==> config.mk <==
export PLATFORM = sky130hd
export DESIGN_NAME = write_unlock_seq
export DESIGN_NICKNAME = d
export VERILOG_FILES = /design/src/rtl/wp_pkg.sv /design/src/rtl/wp_datapath.sv /design/src/rtl/wp_control.sv /design/src/rtl/write_unlock_seq.sv
export SDC_FILE = /design/constraint.sdc
export NUM_CORES = 1
export LEC_CHECK = 0
export BUFFER_PORTS_ARGS = -buffer_cell sky130_fd_sc_hd__buf_2
export CAP_MARGIN = 10
export CORE_MARGIN = 4
export CORE_UTILIZATION = 40
export DETAILED_ROUTE_END_ITERATION = 12
export SYNTH_ARGS = -nofsm -noshare
export SYNTH_HDL_FRONTEND = slang
export SYNTH_HIERARCHICAL = 1
export SYNTH_SLANG_ARGS = --single-unit
==> constraint.sdc <==
create_clock -name clk -period 2.1 [get_ports clk]
set_input_delay 0.315 -clock clk [delete_from_list [all_inputs] [get_ports clk]]
set_output_delay 0.315 -clock clk [all_outputs]
set_load 0.02 [all_outputs]
==> src/rtl/wp_pkg.sv <==
package wp_pkg;

  localparam logic [12:0] CMD_ADDR_A = 13'h1555;
  localparam logic [12:0] CMD_ADDR_B = 13'h0AAA;
  localparam logic [7:0]  CMD_DATA_1 = 8'hAA;
  localparam logic [7:0]  CMD_DATA_2 = 8'h55;
  localparam logic [7:0]  CMD_DATA_3 = 8'hA0;

  typedef enum logic [2:0] {
    ST_IDLE,
    ST_STEP1,
    ST_STEP2,
    ST_OPEN,
    ST_CLOSED
  } seqState_e;

  // control -> datapath strobes
  typedef struct packed {
    logic timerClr;
    logic timerRun;
  } dpCtl_t;

  // datapath -> control status
  typedef struct packed {
    logic wrEvt;
    logic hit1;
    logic hit2;
    logic hit3;
    logic blcExpired;
    logic armed;
  } dpStat_t;

endpackage

==> src/rtl/wp_datapath.sv <==
module wp_datapath
  import wp_pkg::*;
#(
  parameter int ADDR_W       = 13,
  parameter int DATA_W       = 8,
  parameter int PWRUP_CYCLES = 1250000,
  parameter int BLC_CYCLES   = 12500
) (
  input  logic              clk,
  input  logic              rstN,
  input  logic              chipEnN,
  input  logic              outEnN,
  input  logic              wrEnN,
  input  logic [ADDR_W-1:0] addr,
  input  logic [DATA_W-1:0] data,
  input  dpCtl_t            ctl,
  output dpStat_t           stat
);

  localparam int PU_W  = $clog2(PWRUP_CYCLES + 1);
  localparam int BLC_W = $clog2(BLC_CYCLES + 1);
  localparam logic [PU_W-1:0]  PU_LAST  = PU_W'(PWRUP_CYCLES);
  localparam logic [BLC_W-1:0] BLC_LAST = BLC_W'(BLC_CYCLES);

  logic             prevWe;
  logic [PU_W-1:0]  puCnt;
  logic [BLC_W-1:0] blcCnt;
  logic             isAddrA, isAddrB;

  always_ff @(posedge clk or negedge rstN) begin
    if (!rstN) begin
      prevWe <= 1'b1;
      puCnt  <= '0;
      blcCnt <= BLC_LAST;
    end else begin
      prevWe <= wrEnN;
      if (puCnt != PU_LAST) puCnt <= puCnt + 1'b1;
      if (ctl.timerClr)                          blcCnt <= '0;
      else if (ctl.timerRun && blcCnt != BLC_LAST) blcCnt <= blcCnt + 1'b1;
    end
  end

  assign isAddrA = (addr == ADDR_W'(CMD_ADDR_A));
  assign isAddrB = (addr == ADDR_W'(CMD_ADDR_B));

  always_comb begin
    stat.armed      = (puCnt == PU_LAST);
    stat.wrEvt      = prevWe && !wrEnN && !chipEnN && outEnN && stat.armed;
    stat.hit1       = isAddrA && (data == DATA_W'(CMD_DATA_1));
    stat.hit2       = isAddrB && (data == DATA_W'(CMD_DATA_2));
    stat.hit3       = isAddrA && (data == DATA_W'(CMD_DATA_3));
    stat.blcExpired = ctl.timerRun && (blcCnt == BLC_LAST);
  end

  // a recognised strobe needs write enable to go high again first
  p_edge_r3: assert property (@(posedge clk) disable iff (!rstN)
    stat.wrEvt |=> !stat.wrEvt);

  // the gap counter saturates at its limit
  p_blc_hold_r8: assert property (@(posedge clk) disable iff (!rstN)
    (blcCnt == BLC_LAST && !ctl.timerClr) |=> (blcCnt == BLC_LAST));

endmodule

==> src/rtl/wp_control.sv <==
module wp_control
  import wp_pkg::*;
(
  input  logic    clk,
  input  logic    rstN,
  input  logic    progDone,
  input  dpStat_t stat,
  output dpCtl_t  ctl,
  output logic    loadAccept,
  output logic    badWrite,
  output logic    unlocked
);

  seqState_e state, nxtState;
  logic      gotByte;
  logic      accNxt, badNxt;

  always_comb begin
    nxtState     = state;
    accNxt       = 1'b0;
    badNxt       = 1'b0;
    ctl.timerClr = 1'b0;
    ctl.timerRun = (state == ST_STEP1) || (state == ST_STEP2) || (state == ST_OPEN);
    unique case (state)
      ST_IDLE: begin
        if (stat.wrEvt) begin
          if (stat.hit1) begin
            nxtState     = ST_STEP1;
            ctl.timerClr = 1'b1;
          end else begin
            badNxt = 1'b1;
          end
        end
      end
      ST_STEP1: begin
        if (stat.wrEvt) begin
          if (stat.hit2) begin
            nxtState     = ST_STEP2;
            ctl.timerClr = 1'b1;
          end else begin
            nxtState = ST_IDLE;
            badNxt   = 1'b1;
          end
        end else if (stat.blcExpired) begin
          nxtState = ST_IDLE;
        end
      end
      ST_STEP2: begin
        if (stat.wrEvt) begin
          if (stat.hit3) begin
            nxtState     = ST_OPEN;
            ctl.timerClr = 1'b1;
          end else begin
            nxtState = ST_IDLE;
            badNxt   = 1'b1;
          end
        end else if (stat.blcExpired) begin
          nxtState = ST_IDLE;
        end
      end
      ST_OPEN: begin
        if (progDone) begin
          nxtState = ST_IDLE;
        end else if (stat.wrEvt) begin
          accNxt       = 1'b1;
          ctl.timerClr = 1'b1;
        end else if (stat.blcExpired) begin
          nxtState = gotByte ? ST_CLOSED : ST_IDLE;
        end
      end
      ST_CLOSED: begin
        if (progDone) nxtState = ST_IDLE;
      end
      default: nxtState = ST_IDLE;
    endcase
  end

  always_ff @(posedge clk or negedge rstN) begin
    if (!rstN) begin
      state      <= ST_IDLE;
      gotByte    <= 1'b0;
      loadAccept <= 1'b0;
      badWrite   <= 1'b0;
    end else begin
      state      <= nxtState;
      gotByte    <= (nxtState == ST_OPEN) && (gotByte || accNxt);
      loadAccept <= accNxt;
      badWrite   <= badNxt;
    end
  end

  assign unlocked = (state == ST_OPEN);

  // entering the open window is silent on both pulse outputs
  p_silent_r4: assert property (@(posedge clk) disable iff (!rstN)
    $rose(unlocked) |-> (!loadAccept && !badWrite));

  p_pulse_r5: assert property (@(posedge clk) disable iff (!rstN)
    loadAccept |=> !loadAccept);

  p_excl_r7: assert property (@(posedge clk) disable iff (!rstN)
    !(loadAccept && badWrite));

  p_lockout_r2: assert property (@(posedge clk) disable iff (!rstN)
    !stat.armed |=> (!loadAccept && !badWrite));

  p_closed_r11: assert property (@(posedge clk) disable iff (!rstN)
    (state == ST_CLOSED && $past(state) == ST_CLOSED) |-> (!loadAccept && !badWrite));

endmodule

==> src/rtl/write_unlock_seq.sv <==
module write_unlock_seq
  import wp_pkg::*;
#(
  parameter int ADDR_W       = 13,
  parameter int DATA_W       = 8,
  parameter int PWRUP_CYCLES = 1250000,
  parameter int BLC_CYCLES   = 12500
) (
  input  logic              clk,
  input  logic              rstN,
  input  logic              chipEnN,
  input  logic              outEnN,
  input  logic              wrEnN,
  input  logic [ADDR_W-1:0] addr,
  input  logic [DATA_W-1:0] data,
  input  logic              progDone,
  output logic              loadAccept,
  output logic              badWrite,
  output logic              unlocked
);

  dpCtl_t  dpCtl;
  dpStat_t dpStat;

  wp_datapath #(
    .ADDR_W      (ADDR_W),
    .DATA_W      (DATA_W),
    .PWRUP_CYCLES(PWRUP_CYCLES),
    .BLC_CYCLES  (BLC_CYCLES)
  ) i_datapath (
    .clk    (clk),
    .rstN   (rstN),
    .chipEnN(chipEnN),
    .outEnN (outEnN),
    .wrEnN  (wrEnN),
    .addr   (addr),
    .data   (data),
    .ctl    (dpCtl),
    .stat   (dpStat)
  );

  wp_control i_control (
    .clk       (clk),
    .rstN      (rstN),
    .progDone  (progDone),
    .stat      (dpStat),
    .ctl       (dpCtl),
    .loadAccept(loadAccept),
    .badWrite  (badWrite),
    .unlocked  (unlocked)
  );

endmodule

### Word-level counts from Yosys, hierarchy flattened

Index checks and enable logic that the tools add are counted.

* bits in registers: 42
* latch bits: 0
* bits in writable memories: 0
* bits in read-only memories: 0
* input bits: 27
* output and inout port bits: 3
* memories: 0

* add/subtract/negate cells: 2
* $mul: 0
* div/mod/pow operators: 0
* magnitude comparators: 0
* equal/unequal tests: 14
* shift-type cells: 0
* multiplexer cells: 32
* bitwise gates (word level): 0
* reductions and logical operators: 17

Operators with widths (count)
* $mux 3: 10
* $mux 14: 2
* $add 21x1->21 const B: 1
* $eq 21x21->1 const B: 1
* $ne 21x21->1 const B: 1
* $eq 8x8->1 const B: 2
* $mux 1: 15
* $pmux 3 s5: 1
* $add 14x1->14 const B: 1
* $eq 14x14->1 const B: 1
* $ne 14x14->1 const B: 1
* $eq 13x12->1 const B: 1
* $eq 13x13->1 const B: 1
* $logic_and 1x1->1: 10
* $eq 3x2->1 const B: 3
* $eq 8x7->1 const B: 1
* $mux 2: 2
* $pmux 1 s4: 1
* $eq 3x1->1 const B: 1
* $eq 3x3->1 const B: 1
* $logic_not 3->1: 1
* $logic_or 1x1->1: 3
* $pmux 1 s3: 1
* $logic_not 1->1: 2
* $reduce_bool 2->1: 1

### Logic depth before layout (Yosys ltp)

* depth after elaboration: 10
* depth in mapped cells: 9

### Cells and area by module

The synthesis kept the hierarchy.

Modules (own cells, without submodules)
* wp_datapath: times used 1, cells an instance 183, area an instance 1935.6 um2, seq. area each 909.6 um2
* wp_control: times used 1, cells an instance 38, area an instance 361.6 um2, seq. area each 150.1 um2

### Least setup slack after synthesis

Ideal clock, no wire load.

* path type: reg-to-reg
* start: register i_datapath.puCnt[15]
* end: register i_datapath.blcCnt[0]
* library setup time: 132 ps
* arrival: 2168 ps
* data required time: 1968 ps
* slack: -200 ps
* stages on the path, launching flop included: 9
* path buffers: 1
* period minus slack after synthesis: 2300 ps
* cell sequence: dfrtp_1 nor4b_1 nand2_1 nor4_4 and2_1 nor3b_2 o21bai_1 clkbuf_1 nor2_1

RTL lines
* from (decl): line wp_datapath.sv:26 `logic [PU_W-1:0] puCnt;`
* from (signal assigned): line wp_datapath.sv:37 `if (puCnt != PU_LAST) puCnt <= puCnt + 1'b1;`
* to (signal assigned): line wp_datapath.sv:39 `else if (ctl.timerRun && blcCnt != BLC_LAST) blcCnt <= blcCnt + 1'b1;`
* to (decl): line wp_datapath.sv:27 `logic [BLC_W-1:0] blcCnt;`

==> impl_metrics.csv <==
group,metric,value,unit
setup_path,cp-end-kind,"flop",
logic_synthesis,ys_ff_latch,42,
setup_path,path_cells,"or4_4 > nor4_4 > and2_4 > nor4b_1 > a31oi_1 > o32ai_2 > o211a_1",
clock_tree,cts_buffer_depth,2,
flow_run,drv_cap,0,
global_route,grt_use_met1,0.1685,
power_and_ir_drop,p_per_area,568.2,mW/mm^2
power_and_ir_drop,irDropWorstVdd,0.0005578,V
logic_synthesis,synth-edff-count,0,
outcome,status,"completed",
setup_path,cp_max_fo,2,
logic_synthesis,syn-num-nets,252,
setup_path,critPathBufInv,0,
sta,slew_violations,0,
logic_synthesis,synthCells,221,
floorplan,fp-row-count,27,
route,detail-route-antenna-nets,0,
cells_and_area,synthToLayoutAreaGrowth,27.07,%
setup_path,crit_slowest_cell,"or4_4",
sta,final.min_clock_period,2025,ps
clock_tree,numCtsBuffers,5,
sta,finClkSkew,7.371,ps
global_route,grt_start_max_net_pins,43,
setup_path,rrSetupSlack,70,ps
floorplan,io_pins,30,
sta,maxClockFrequency,493.8,MHz
cells_and_area,n_fill_cell,511,
setup_path,r2r_start,"i_datapath/blcCnt[10]",
setup_path,slowest_delay,560,ps
sta,setup_viol,0,
logic_synthesis,yosysUniqueCellTypes,48,
route,drtPass1Iterations,4,
placement,place_congestion,0.8424,
clock_tree,cts_tree,"done",
global_route,grt_pass1_wl,8066,microns
logic_synthesis,ys.flop_type,"dfrtp_1",
route,vias,1864,
cells_and_area,antenna-diode-count,0,
clock_tree,h-tree-depth,2,
setup_path,critPathKind,"reg2reg",
logic_synthesis,ys_seq_area_frac,0.4613,
sta,worst_pin_slew,581.1,ps
logic_synthesis,synth.avg_cell_area,10.39,sq um
global_route,grt-busiest-layer,"met2",
global_route,grtUsageMet2,0.2437,
floorplan,die_width,83.78,microns
route,wl_per_cell,12.96,microns
global_route,antenna_found_initial,0,
setup_path,r2r_end,"i_control/gotByte",
power_and_ir_drop,power_leakage,1.320,nW
logic_synthesis,syn_area,0.002297,sq mm
floorplan,core_area,0.005540,sq mm
route,routed_via_density,5.221,
setup_path,critical_path.top_delay_family,"simple AND/OR/NAND/NOR gates",
clock_tree,root_buffer,"clkbuf_8",
sta,slew_headroom,0.6091,
sta,finalHoldViolations,0,
cells_and_area,multi_input_area,0.001210,sq mm
cells_and_area,nets,315,
setup_path,required,2280,ps
global_route,overflow,0,
sta,setup_ws,74.83,ps
setup_path,worstSetupStartpointType,"flop",
floorplan,die_area,0.007019,sq mm
setup_path,reg2regPathDepth,7,
sta,rsz0062_at_grt,"true",
route,routed_wl,4625,microns
clock_tree,cts_hold_buf,0,
cells_and_area,fin_area,0.002919,sq mm
clock_tree,clock_latency,290,ps
floorplan,fp.dieH,83.78,microns
hold_path,hold_path.class,"in2async",
cells_and_area,seq_area,0.001060,sq mm
placement,hpwl,3362,microns
route,remaining_drc_errors,0,
placement,dpl_cell_area,0.002731,sq mm
clock_tree,clk_pin_slew,80,ps
clock_tree,clock_sinks,42,
placement,place_ws,-140.1,ps
logic_synthesis,yosys_warnings,6,
global_route,use_met3,0.02863,
route,drt-initial-drc-count,41,
cells_and_area,fin_util,0.5269,
placement,io_buffers,29,
global_route,first_global_vias,1843,
sta,finalCritPeriodShare,0.9644,
logic_synthesis,synthArstFlopShare,1.000,
cells_and_area,drive_gt1_frac,0.3193,
global_route,grt_use_total,0.1378,
floorplan,start_util,0.4146,
setup_path,crit_arrival,2210,ps
## Yosys cell counts, types with 2 or more instances
| cell type | instances | area (sq um) |
|---|---|---|
| or3_1 | 3 | 18.77 |
| nor3_1 | 5 | 25.02 |
| nor4bb_1 | 5 | 50.05 |
| ha_1 | 4 | 50.05 |
| and4_1 | 2 | 17.52 |
| xor2_1 | 6 | 52.55 |
| nor4_2 | 2 | 25.02 |
| nand4_1 | 9 | 56.30 |
| dfrtp_1 | 35 | 875.8 |
| nand2b_1 | 4 | 25.02 |
| nand3_1 | 17 | 85.08 |
| dfstp_2 | 7 | 183.9 |
| a21oi_1 | 7 | 35.03 |
| mux2_2 | 2 | 22.52 |
| nor2_1 | 22 | 82.58 |
| xnor2_1 | 22 | 192.7 |
| and2_1 | 2 | 12.51 |
| nand2_1 | 10 | 37.54 |
| and3_1 | 2 | 12.51 |
| o21ai_0 | 4 | 20.02 |
| nor4b_1 | 6 | 52.55 |
| nor4_1 | 7 | 43.79 |
| nand4b_1 | 2 | 17.52 |
| nor3b_1 | 2 | 15.01 |
| inv_1 | 11 | 41.29 |
## cells by family after synthesis
| family | share of synthesized area |
|---|---|
| flops | 0.4613 |
| fa+ha+maj | 0.02179 |
| compound gates | 0.06591 |
| buf+inv | 0.02451 |
| mux | 0.01416 |
| xor+xnor | 0.1068 |
| simple gates | 0.3056 |
## area by class of cell
cell class | count | area share
clock buffers | 6 | 0.02829
clock inverters | 2 | 0.02057
inverters | 11 | 0.01414
multi-input cells | 166 | 0.4145
flip-flops and latches | 42 | 0.3631
well taps | 72 | 0.03086
repair buffers | 58 | 0.1286
## worst max path at each step
stage | slack [ps] | start | depth (start not counted) | endpoint
after floorplan | 10 | i_datapath/puCnt[15] | 8 | i_datapath/blcCnt[0]
after global placement | -120 | addr[5] | 9 | i_control/gotByte
after detailed placement | -140 | addr[1] | 9 | i_control/gotByte
after CTS | 3 | i_datapath/blcCnt[9] | 7 | i_control/gotByte
after global routing | -40 | i_datapath/blcCnt[10] | 7 | i_control/gotByte
final | 70 | i_datapath/blcCnt[10] | 7 | i_control/gotByte
## metrics by stage
stage | hold slack [ps] | TNS, ps | cells | power, mW
after floorplan | 19.41 | 0 | 221 | 0.8335
final | 85.07 | 0 | 357 | 1.659
after detailed placement | 417.1 | -1646 | 346 | 0.8863
after CTS | 91.58 | 0 | 354 | 1.680
after global placement | 413.5 | -1116 | 346 | 0.8859
after global routing | 111.9 | -114.5 | 357 | 1.725
## routing by layer
layer	part of all wire	vias to the layer above	wire, microns
li1	-	932	-
met1	0.46	908	2135
met2	0.50	17	2303
met3	0.027	7	123
met4	0.013	0	62
met5	0	-	0
## where the power goes
part,switching (mW),leakage (nW),internal (mW)
Clock,0.282,0.0714,0.507
Combinational,0.0303,0.742,0.0289
Sequential,0.000199,0.507,0.810
Total,0.312,1.32,1.35
## what timing repair did
action                     CTS  global route
gates resized for setup      3             1
setup endpoints to repair    9            10
setup buffers                0             3
pin swaps                    0             5
## layout by cell type, fill, tap and decap left out, types with 6 or more instances in the layout
cell type,count
dfstp_2,7
nor2_1,22
nand2_1,10
a21oi_1,7
nand3_1,17
dfrtp_1,35
xor2_1,6
buf_4,28
nand4_1,9
xnor2_1,22
nor4_1,7
inv_1,11
buf_2,29
clkbuf_8,6
## sequential cells by signal (all words and copies together) (netlist names)
signal / flops
i_control/loadAccept: 1
i_control/gotByte: 1
i_datapath/puCnt: 21
i_datapath/prevWe: 1
i_datapath/blcCnt: 14
i_control/badWrite: 1
i_control/state: 3
## worst reg2reg max path, stage by stage (launching register included)
cell and delay (ps):
dfrtp_1 390, or4_4 560, nor4_4 260, and2_4 200
nor4b_1 50, a31oi_1 210, o32ai_2 120, o211a_1 130
(Power assumes the default switching activity.)
